## config.mk

```make
export PLATFORM = sky130hd
export DESIGN_NAME = ser_loader
export DESIGN_NICKNAME = d
export VERILOG_FILES = /design/src/rtl/sl_pkg.sv /design/src/rtl/sl_sync.sv /design/src/rtl/sl_shift.sv /design/src/rtl/sl_latch.sv /design/src/rtl/ser_loader.sv
export SDC_FILE = /design/constraint.sdc
export NUM_CORES = 1
export LEC_CHECK = 0
export BUFFER_PORTS_ARGS = -buffer_cell sky130_fd_sc_hd__buf_2
export CAP_MARGIN = 5
export CORE_ASPECT_RATIO = 1.75
export CORE_UTILIZATION = 55
export DETAILED_ROUTE_END_ITERATION = 16
export GPL_ROUTABILITY_DRIVEN = 1
export PLACE_DENSITY = 0.78
export SLEW_MARGIN = 20
export SYNTH_ARGS = -nofsm -noshare
export SYNTH_HDL_FRONTEND = slang
export SYNTH_SLANG_ARGS = --single-unit
```

## constraint.sdc

```tcl
create_clock -name clk -period 3.09 [get_ports clk]
set_input_delay 0.1545 -clock clk [delete_from_list [all_inputs] [get_ports clk]]
set_output_delay 0.1545 -clock clk [all_outputs]
set_load 0.1 [all_outputs]
```

## src/rtl/sl_pkg.sv

```systemverilog
package sl_pkg;
    // Routing flag values carried in the last serial bit
    typedef enum logic {
        TGT_MAIN = 1'b0,
        TGT_REF  = 1'b1
    } tgt_e;

    localparam int DEF_REF_CNT_W = 14;
    localparam int DEF_SWAL_W    = 7;
    localparam int DEF_MAIN_W    = 11;
    localparam int DEF_REF_MIN   = 8;
    localparam int DEF_SYNC      = 2;

    function automatic int max2(input int a, input int b);
        return (a > b) ? a : b;
    endfunction
endpackage

```

## src/rtl/sl_sync.sv

```systemverilog
module sl_sync #(
    parameter int   STAGES  = 2,
    parameter logic RST_VAL = 1'b0
) (
    input  logic clk,
    input  logic rst_n,
    input  logic din,
    output logic level
);
    typedef struct packed {
        logic [STAGES-1:0] chain;
    } st_t;

    st_t st_d, st_q;

    always_comb begin
        st_d       = st_q;
        st_d.chain = {st_q.chain[STAGES-2:0], din};
    end

    always_ff @(posedge clk or negedge rst_n) begin
        if (!rst_n) st_q <= '{chain: {STAGES{RST_VAL}}};
        else        st_q <= st_d;
    end

    assign level = st_q.chain[STAGES-1];
endmodule

```

## src/rtl/sl_shift.sv

```systemverilog
module sl_shift #(
    parameter int SR_W = 19
) (
    input  logic            clk,
    input  logic            rst_n,
    input  logic            sclk_lvl,
    input  logic            data_lvl,
    output logic [SR_W-1:0] word
);
    typedef struct packed {
        logic [SR_W-1:0] sr;
        logic            sclk_prev;
    } st_t;

    st_t  st_d, st_q;
    logic sclk_rise;

    assign sclk_rise = sclk_lvl & ~st_q.sclk_prev;

    always_comb begin
        st_d           = st_q;
        st_d.sclk_prev = sclk_lvl;
        if (sclk_rise) st_d.sr = {st_q.sr[SR_W-2:0], data_lvl};
    end

    always_ff @(posedge clk or negedge rst_n) begin
        if (!rst_n) st_q <= '0;
        else        st_q <= st_d;
    end

    assign word = st_q.sr;


    shift_sample_chk: assert property (@(posedge clk) disable iff (!rst_n)
        sclk_rise |=> (st_q.sr[0] == $past(data_lvl)));


    shift_hold_chk: assert property (@(posedge clk) disable iff (!rst_n)
        !sclk_rise |=> $stable(st_q.sr));
endmodule

```

## src/rtl/sl_latch.sv

```systemverilog
module sl_latch #(
    parameter int REF_CNT_W = 14,
    parameter int SWAL_W    = 7,
    parameter int MAIN_W    = 11,
    parameter int REF_MIN   = 8,
    parameter int SR_W      = 19
) (
    input  logic                 clk,
    input  logic                 rst_n,
    input  logic                 ld_lvl,
    input  logic [SR_W-1:0]      word,
    output logic [REF_CNT_W-1:0] ref_count,
    output logic                 presc_sel,
    output logic [SWAL_W-1:0]    swal_count,
    output logic [MAIN_W-1:0]    main_count,
    output logic                 ref_upd,
    output logic                 main_upd
);
    import sl_pkg::*;

    localparam int REF_WORD_W  = REF_CNT_W + 2;
    localparam int MAIN_WORD_W = MAIN_W + SWAL_W + 1;
    localparam logic [REF_CNT_W-1:0] MIN_V = REF_CNT_W'(REF_MIN);

    typedef struct packed {
        logic [REF_CNT_W-1:0] rc;
        logic                 ps;
        logic [SWAL_W-1:0]    sw;
        logic [MAIN_W-1:0]    mc;
        logic                 ru;
        logic                 mu;
        logic                 ld_prev;
    } st_t;

    st_t                  st_d, st_q;
    logic                 ld_rise;
    tgt_e                 tgt;
    logic [REF_CNT_W-1:0] rc_raw;

    assign ld_rise = ld_lvl & ~st_q.ld_prev;
    assign tgt     = tgt_e'(word[0]);
    assign rc_raw  = word[REF_WORD_W-1:2];

    always_comb begin
        st_d         = st_q;
        st_d.ld_prev = ld_lvl;
        st_d.ru      = 1'b0;
        st_d.mu      = 1'b0;
        if (ld_rise) begin
            if (tgt == TGT_REF) begin
                st_d.rc = (rc_raw < MIN_V) ? MIN_V : rc_raw;
                st_d.ps = word[1];
                st_d.ru = 1'b1;
            end else begin
                st_d.mc = word[MAIN_WORD_W-1:SWAL_W+1];
                st_d.sw = word[SWAL_W:1];
                st_d.mu = 1'b1;
            end
        end
    end

    always_ff @(posedge clk or negedge rst_n) begin
        if (!rst_n) begin
            st_q         <= '0;
            st_q.rc      <= MIN_V;
            st_q.ld_prev <= 1'b1;
        end else begin
            st_q <= st_d;
        end
    end

    assign ref_count  = st_q.rc;
    assign presc_sel  = st_q.ps;
    assign swal_count = st_q.sw;
    assign main_count = st_q.mc;
    assign ref_upd    = st_q.ru;
    assign main_upd   = st_q.mu;


    strobe_excl_chk: assert property (@(posedge clk) disable iff (!rst_n)
        !(ref_upd && main_upd));


    ref_pulse_chk: assert property (@(posedge clk) disable iff (!rst_n)
        ref_upd |=> !ref_upd);


    main_pulse_chk: assert property (@(posedge clk) disable iff (!rst_n)
        main_upd |=> !main_upd);


    ref_floor_chk: assert property (@(posedge clk) disable iff (!rst_n)
        ref_count >= MIN_V);


    ref_hold_chk: assert property (@(posedge clk) disable iff (!rst_n)
        !ref_upd |-> ($stable(ref_count) && $stable(presc_sel)));


    main_hold_chk: assert property (@(posedge clk) disable iff (!rst_n)
        !main_upd |-> ($stable(main_count) && $stable(swal_count)));


    ld_level_chk: assert property (@(posedge clk) disable iff (!rst_n)
        $past(ld_lvl) |-> !(ref_upd && $past(ref_upd)));
endmodule

```

## src/rtl/ser_loader.sv

```systemverilog
module ser_loader #(
    parameter int REF_CNT_W   = sl_pkg::DEF_REF_CNT_W,
    parameter int SWAL_W      = sl_pkg::DEF_SWAL_W,
    parameter int MAIN_W      = sl_pkg::DEF_MAIN_W,
    parameter int REF_MIN     = sl_pkg::DEF_REF_MIN,
    parameter int SYNC_STAGES = sl_pkg::DEF_SYNC
) (
    input  logic                 clk,
    input  logic                 rst_n,
    input  logic                 ser_clk,
    input  logic                 ser_dat,
    input  logic                 ser_ld,
    output logic [REF_CNT_W-1:0] ref_count,
    output logic                 presc_sel,
    output logic [SWAL_W-1:0]    swal_count,
    output logic [MAIN_W-1:0]    main_count,
    output logic                 ref_upd,
    output logic                 main_upd
);
    localparam int SR_W   = sl_pkg::max2(REF_CNT_W + 2, MAIN_W + SWAL_W + 1);
    localparam int N_SYNC = 3;
    // bit 2 = load strobe (idles high), bit 1 = serial clock, bit 0 = data
    localparam logic [N_SYNC-1:0] SYNC_RST = 3'b100;

    logic [N_SYNC-1:0] raw_in;
    logic [N_SYNC-1:0] lvl;
    logic [SR_W-1:0]   word;

    assign raw_in = {ser_ld, ser_clk, ser_dat};

    for (genvar g = 0; g < N_SYNC; g++) begin : g_sync
        sl_sync #(
            .STAGES (SYNC_STAGES),
            .RST_VAL(SYNC_RST[g])
        ) u_sync (
            .clk  (clk),
            .rst_n(rst_n),
            .din  (raw_in[g]),
            .level(lvl[g])
        );
    end

    sl_shift #(.SR_W(SR_W)) u_shift (
        .clk     (clk),
        .rst_n   (rst_n),
        .sclk_lvl(lvl[1]),
        .data_lvl(lvl[0]),
        .word    (word)
    );

    sl_latch #(
        .REF_CNT_W(REF_CNT_W),
        .SWAL_W   (SWAL_W),
        .MAIN_W   (MAIN_W),
        .REF_MIN  (REF_MIN),
        .SR_W     (SR_W)
    ) u_latch (
        .clk       (clk),
        .rst_n     (rst_n),
        .ld_lvl    (lvl[2]),
        .word      (word),
        .ref_count (ref_count),
        .presc_sel (presc_sel),
        .swal_count(swal_count),
        .main_count(main_count),
        .ref_upd   (ref_upd),
        .main_upd  (main_upd)
    );
endmodule

```

==> results.json <==
{
  "status": "finished, final reports clean",
  "synth-seq-cells": 62,
  "start_kind": "flip-flop",
  "numCtsBuffers": 9,
  "synth_top_cells_by_count": "dfrtp_1 (58), nand2_1 (41), buf_4 (34), mux2_2 (34), dfstp_2 (4)",
  "fin_cells": 264,
  "synth_area_sq_mm": 0.00253,
  "synth_cell_types": 18,
  "cp_max_fo": 11,
  "path_class": "flip-flop to flip-flop",
  "cap_violations": 0,
  "clockBufferDepth": 2,
  "drive_above_1_share": 0.469,
  "tns_ps": 0,
  "timing.slew.headroom": 0.545,
  "holdPathStages": 0,
  "grt_max_degree": 50,
  "clk_latency_ps": 330,
  "critPathRequiredTime_ps": 3300,
  "ys_seq_area_frac": 0.616,
  "port_buffers": 39,
  "hold_class": "flip-flop to flip-flop",
  "rrSetupSlack_ps": 1160,
  "die_h_um": 91.7,
  "rr_startpoint": "g_sync[2].u_sync.st_q[1]$_DFF_PN1_",
  "first_pass_iters": 4,
  "syn_nets": 195,
  "routed_wl_um": 4000,
  "async_reset_ff_frac": 1.00,
  "hp-start": "g_sync[0].u_sync.st_q[0]$_DFF_PN0_",
  "finClkSkew_ps": 5.33,
  "wl_per_cell_um": 15.2,
  "hold_violations": 0,
  "yosysMostFrequentCell": "dfrtp_1",
  "cp-end-kind": "flip-flop",
  "worst_r2r_endpoint": "u_latch.main_count[2]$_DFFE_PN0P_",
  "dieWidth_um": 53.2,
  "grt_pass1_wl_um": 6530,
  "synth_top_area_frac": 0.575,
  "fmax_mhz": 519,
  "dieArea_sq_mm": 0.00488,
  "cts_setup_buffers": 0,
  "ff2ff_path_depth": 3,
  "slowest_stage": "nor3b_2",
  "setup-violations-final": 0,
  "htree_levels": 3,
  "clkTransAtPathRegs_ps": 60,
  "core_area_sq_mm": 0.00440,
  "yosysWarnings": 0,
  "dp_hpwl_um": 2610,
  "worst_pin_slew_ps": 679,
  "gr-usage-all-layers": 0.193,
  "synth_top_area_cell": "dfrtp_1",
  "rsz0062_at_grt": "false",
  "synth-edff-count": 0,
  "vias_per_cell": 5.06,
  "postRouteAntennaNets": 0,
  "antennaDiodeCount": 0,
  "first_global_vias": 1363,
  "fin_crit_sh": 0.623,
  "finalNetCount": 214,
  "crit_chain": "nor3b_2, buf_4, mux2_2",
  "syn_inst": 190,
  "place_congestion": 0.673,
  "clockRootBuffer": "clkbuf_8",
  "overflow": 0,
  "ioPinCount": 40,
  "tritoncts": "yes",
  "syn2layout_area_growth_pct": 8.22,
  "synthFlopType": "dfrtp_1",
  "cp_data_arrival_time_ps": 2140,
  "cts_resized": 0,
  "max_stage_delay_ps": 570,
  "drv_slew": 0,
  "rows": 32,
  "holdPathEnd": "g_sync[0].u_sync.st_q[1]$_DFF_PN0_",
  "netlist_top_cells_area": "dfrtp_1 (57%), mux2_2 (15%), buf_4 (10%)",
  "drc": 0,
  "via_count": 1335,
  "antenna_found_initial": 0,
  "first_iter_violations": 25,
  "dp.cells": 245,
  "initial_core_util": 0.574,
  "syn_avg_cell_area_sq_um": 13.3,
  "clock-sinks": 62,
  "period_minus_slack_ps": 1930
}
==> through the flow <==
step	worst slack (ps)	cell area (sq um)	utilization	hold WS, ps
floorplan	1670	2530	-	-141
global placement	1200	2500	0.569	262
detailed placement	1130	2500	0.569	262
CTS	1150	2720	0.618	37.5
global route	1080	2730	0.621	352
finish	1160	2730	0.621	347
==> layout make-up <==
| class | count | area, sq um |
|---|---|---|
| inverters | 1 | 3.75 |
| fillers | 373 | 1670 |
| multi-input cells | 89 | 663 |
| well taps | 51 | 63.8 |
| repair buffers | 46 | 260 |
| flip-flops and latches | 62 | 1560 |
| clock buffers | 15 | 186 |
==> worst max-delay path, delay by kind of cell, from the launching register on <==
kind | cells | cell delay, ps
and+or+nand+nor | 1 | 570
DFF | 1 | 540
muxes | 1 | 360
buffers and inverters | 1 | 330
==> cell families after synthesis <==
kind of cell | count (synthesis) | share of synthesized area
DFF | 62 | 0.616
and+or+nand+nor | 49 | 0.0872
buffers and inverters | 39 | 0.121
muxes | 37 | 0.169
AOI/OAI and AO/OA | 3 | 0.00594
==> registers in the layout, summed over array words and instances, names as in the netlist <==
signal / count
g_sync.u_sync.st_q: 6
u_latch.main_count: 11
u_latch.main_upd: 1
u_latch.presc_sel: 1
u_latch.ref_count: 14
u_latch.ref_upd: 1
u_latch.st_q: 1
u_latch.swal_count: 7
u_shift.st_q: 1
u_shift.word: 19
==> cell usage in the layout (no fill, tap or decap) <==
cell / count
nor2b_1: 1
nand3b_1: 1
inv_2: 1
dfrtp_1: 58
nor4_1: 2
nand3b_2: 1
dfstp_2: 4
and4_4: 1
nor3b_2: 1
clkbuf_1: 2
mux2_4: 3
a21oi_1: 3
clkbuf_8: 13
nor3_1: 1
mux2_2: 34
dlygate4sd3_1: 4
buf_4: 4
nand2_1: 41
buf_2: 38
==> repair_timing <==
action,4_1_cts,5_1_grt
setup endpoints to repair,0,0
hold buffers,3,1
hold endpoints to repair,3,45
==> metal layers <==
layer  part of all wire  vias up  GRT usage
met1               0.43      668      0.242
met2               0.51       33      0.284
li1                   -      629          -
met4              0.017        0      0.105
met3              0.036        5     0.0697
met5                  0        -          0
==> how the worst max path moves through the flow <==
| stage | from | depth (start not counted) | endpoint | slack, ps |
|---|---|---|---|---|
| global placement | g_sync[2].u_sync.st_q[1]$_DFF_PN1_ | 3 | u_latch.main_count[2]$_DFFE_PN0P_ | 1200 |
| global route | g_sync[2].u_sync.st_q[1]$_DFF_PN1_ | 3 | u_latch.main_count[2]$_DFFE_PN0P_ | 1080 |
| CTS | g_sync[2].u_sync.st_q[1]$_DFF_PN1_ | 3 | u_latch.main_count[2]$_DFFE_PN0P_ | 1150 |
| finish | g_sync[2].u_sync.st_q[1]$_DFF_PN1_ | 3 | u_latch.main_count[2]$_DFFE_PN0P_ | 1160 |
| detailed placement | g_sync[2].u_sync.st_q[1]$_DFF_PN1_ | 3 | u_latch.main_count[2]$_DFFE_PN0P_ | 1130 |
| floorplan | g_sync[2].u_sync.st_q[1]$_DFF_PN1_ | 4 | u_latch.main_count[1]$_DFFE_PN0P_ | 1670 |
Power is left out: the tool's default activity adds up to more than one toggle a clock period on the data nets, which glitch-free logic cannot reach.
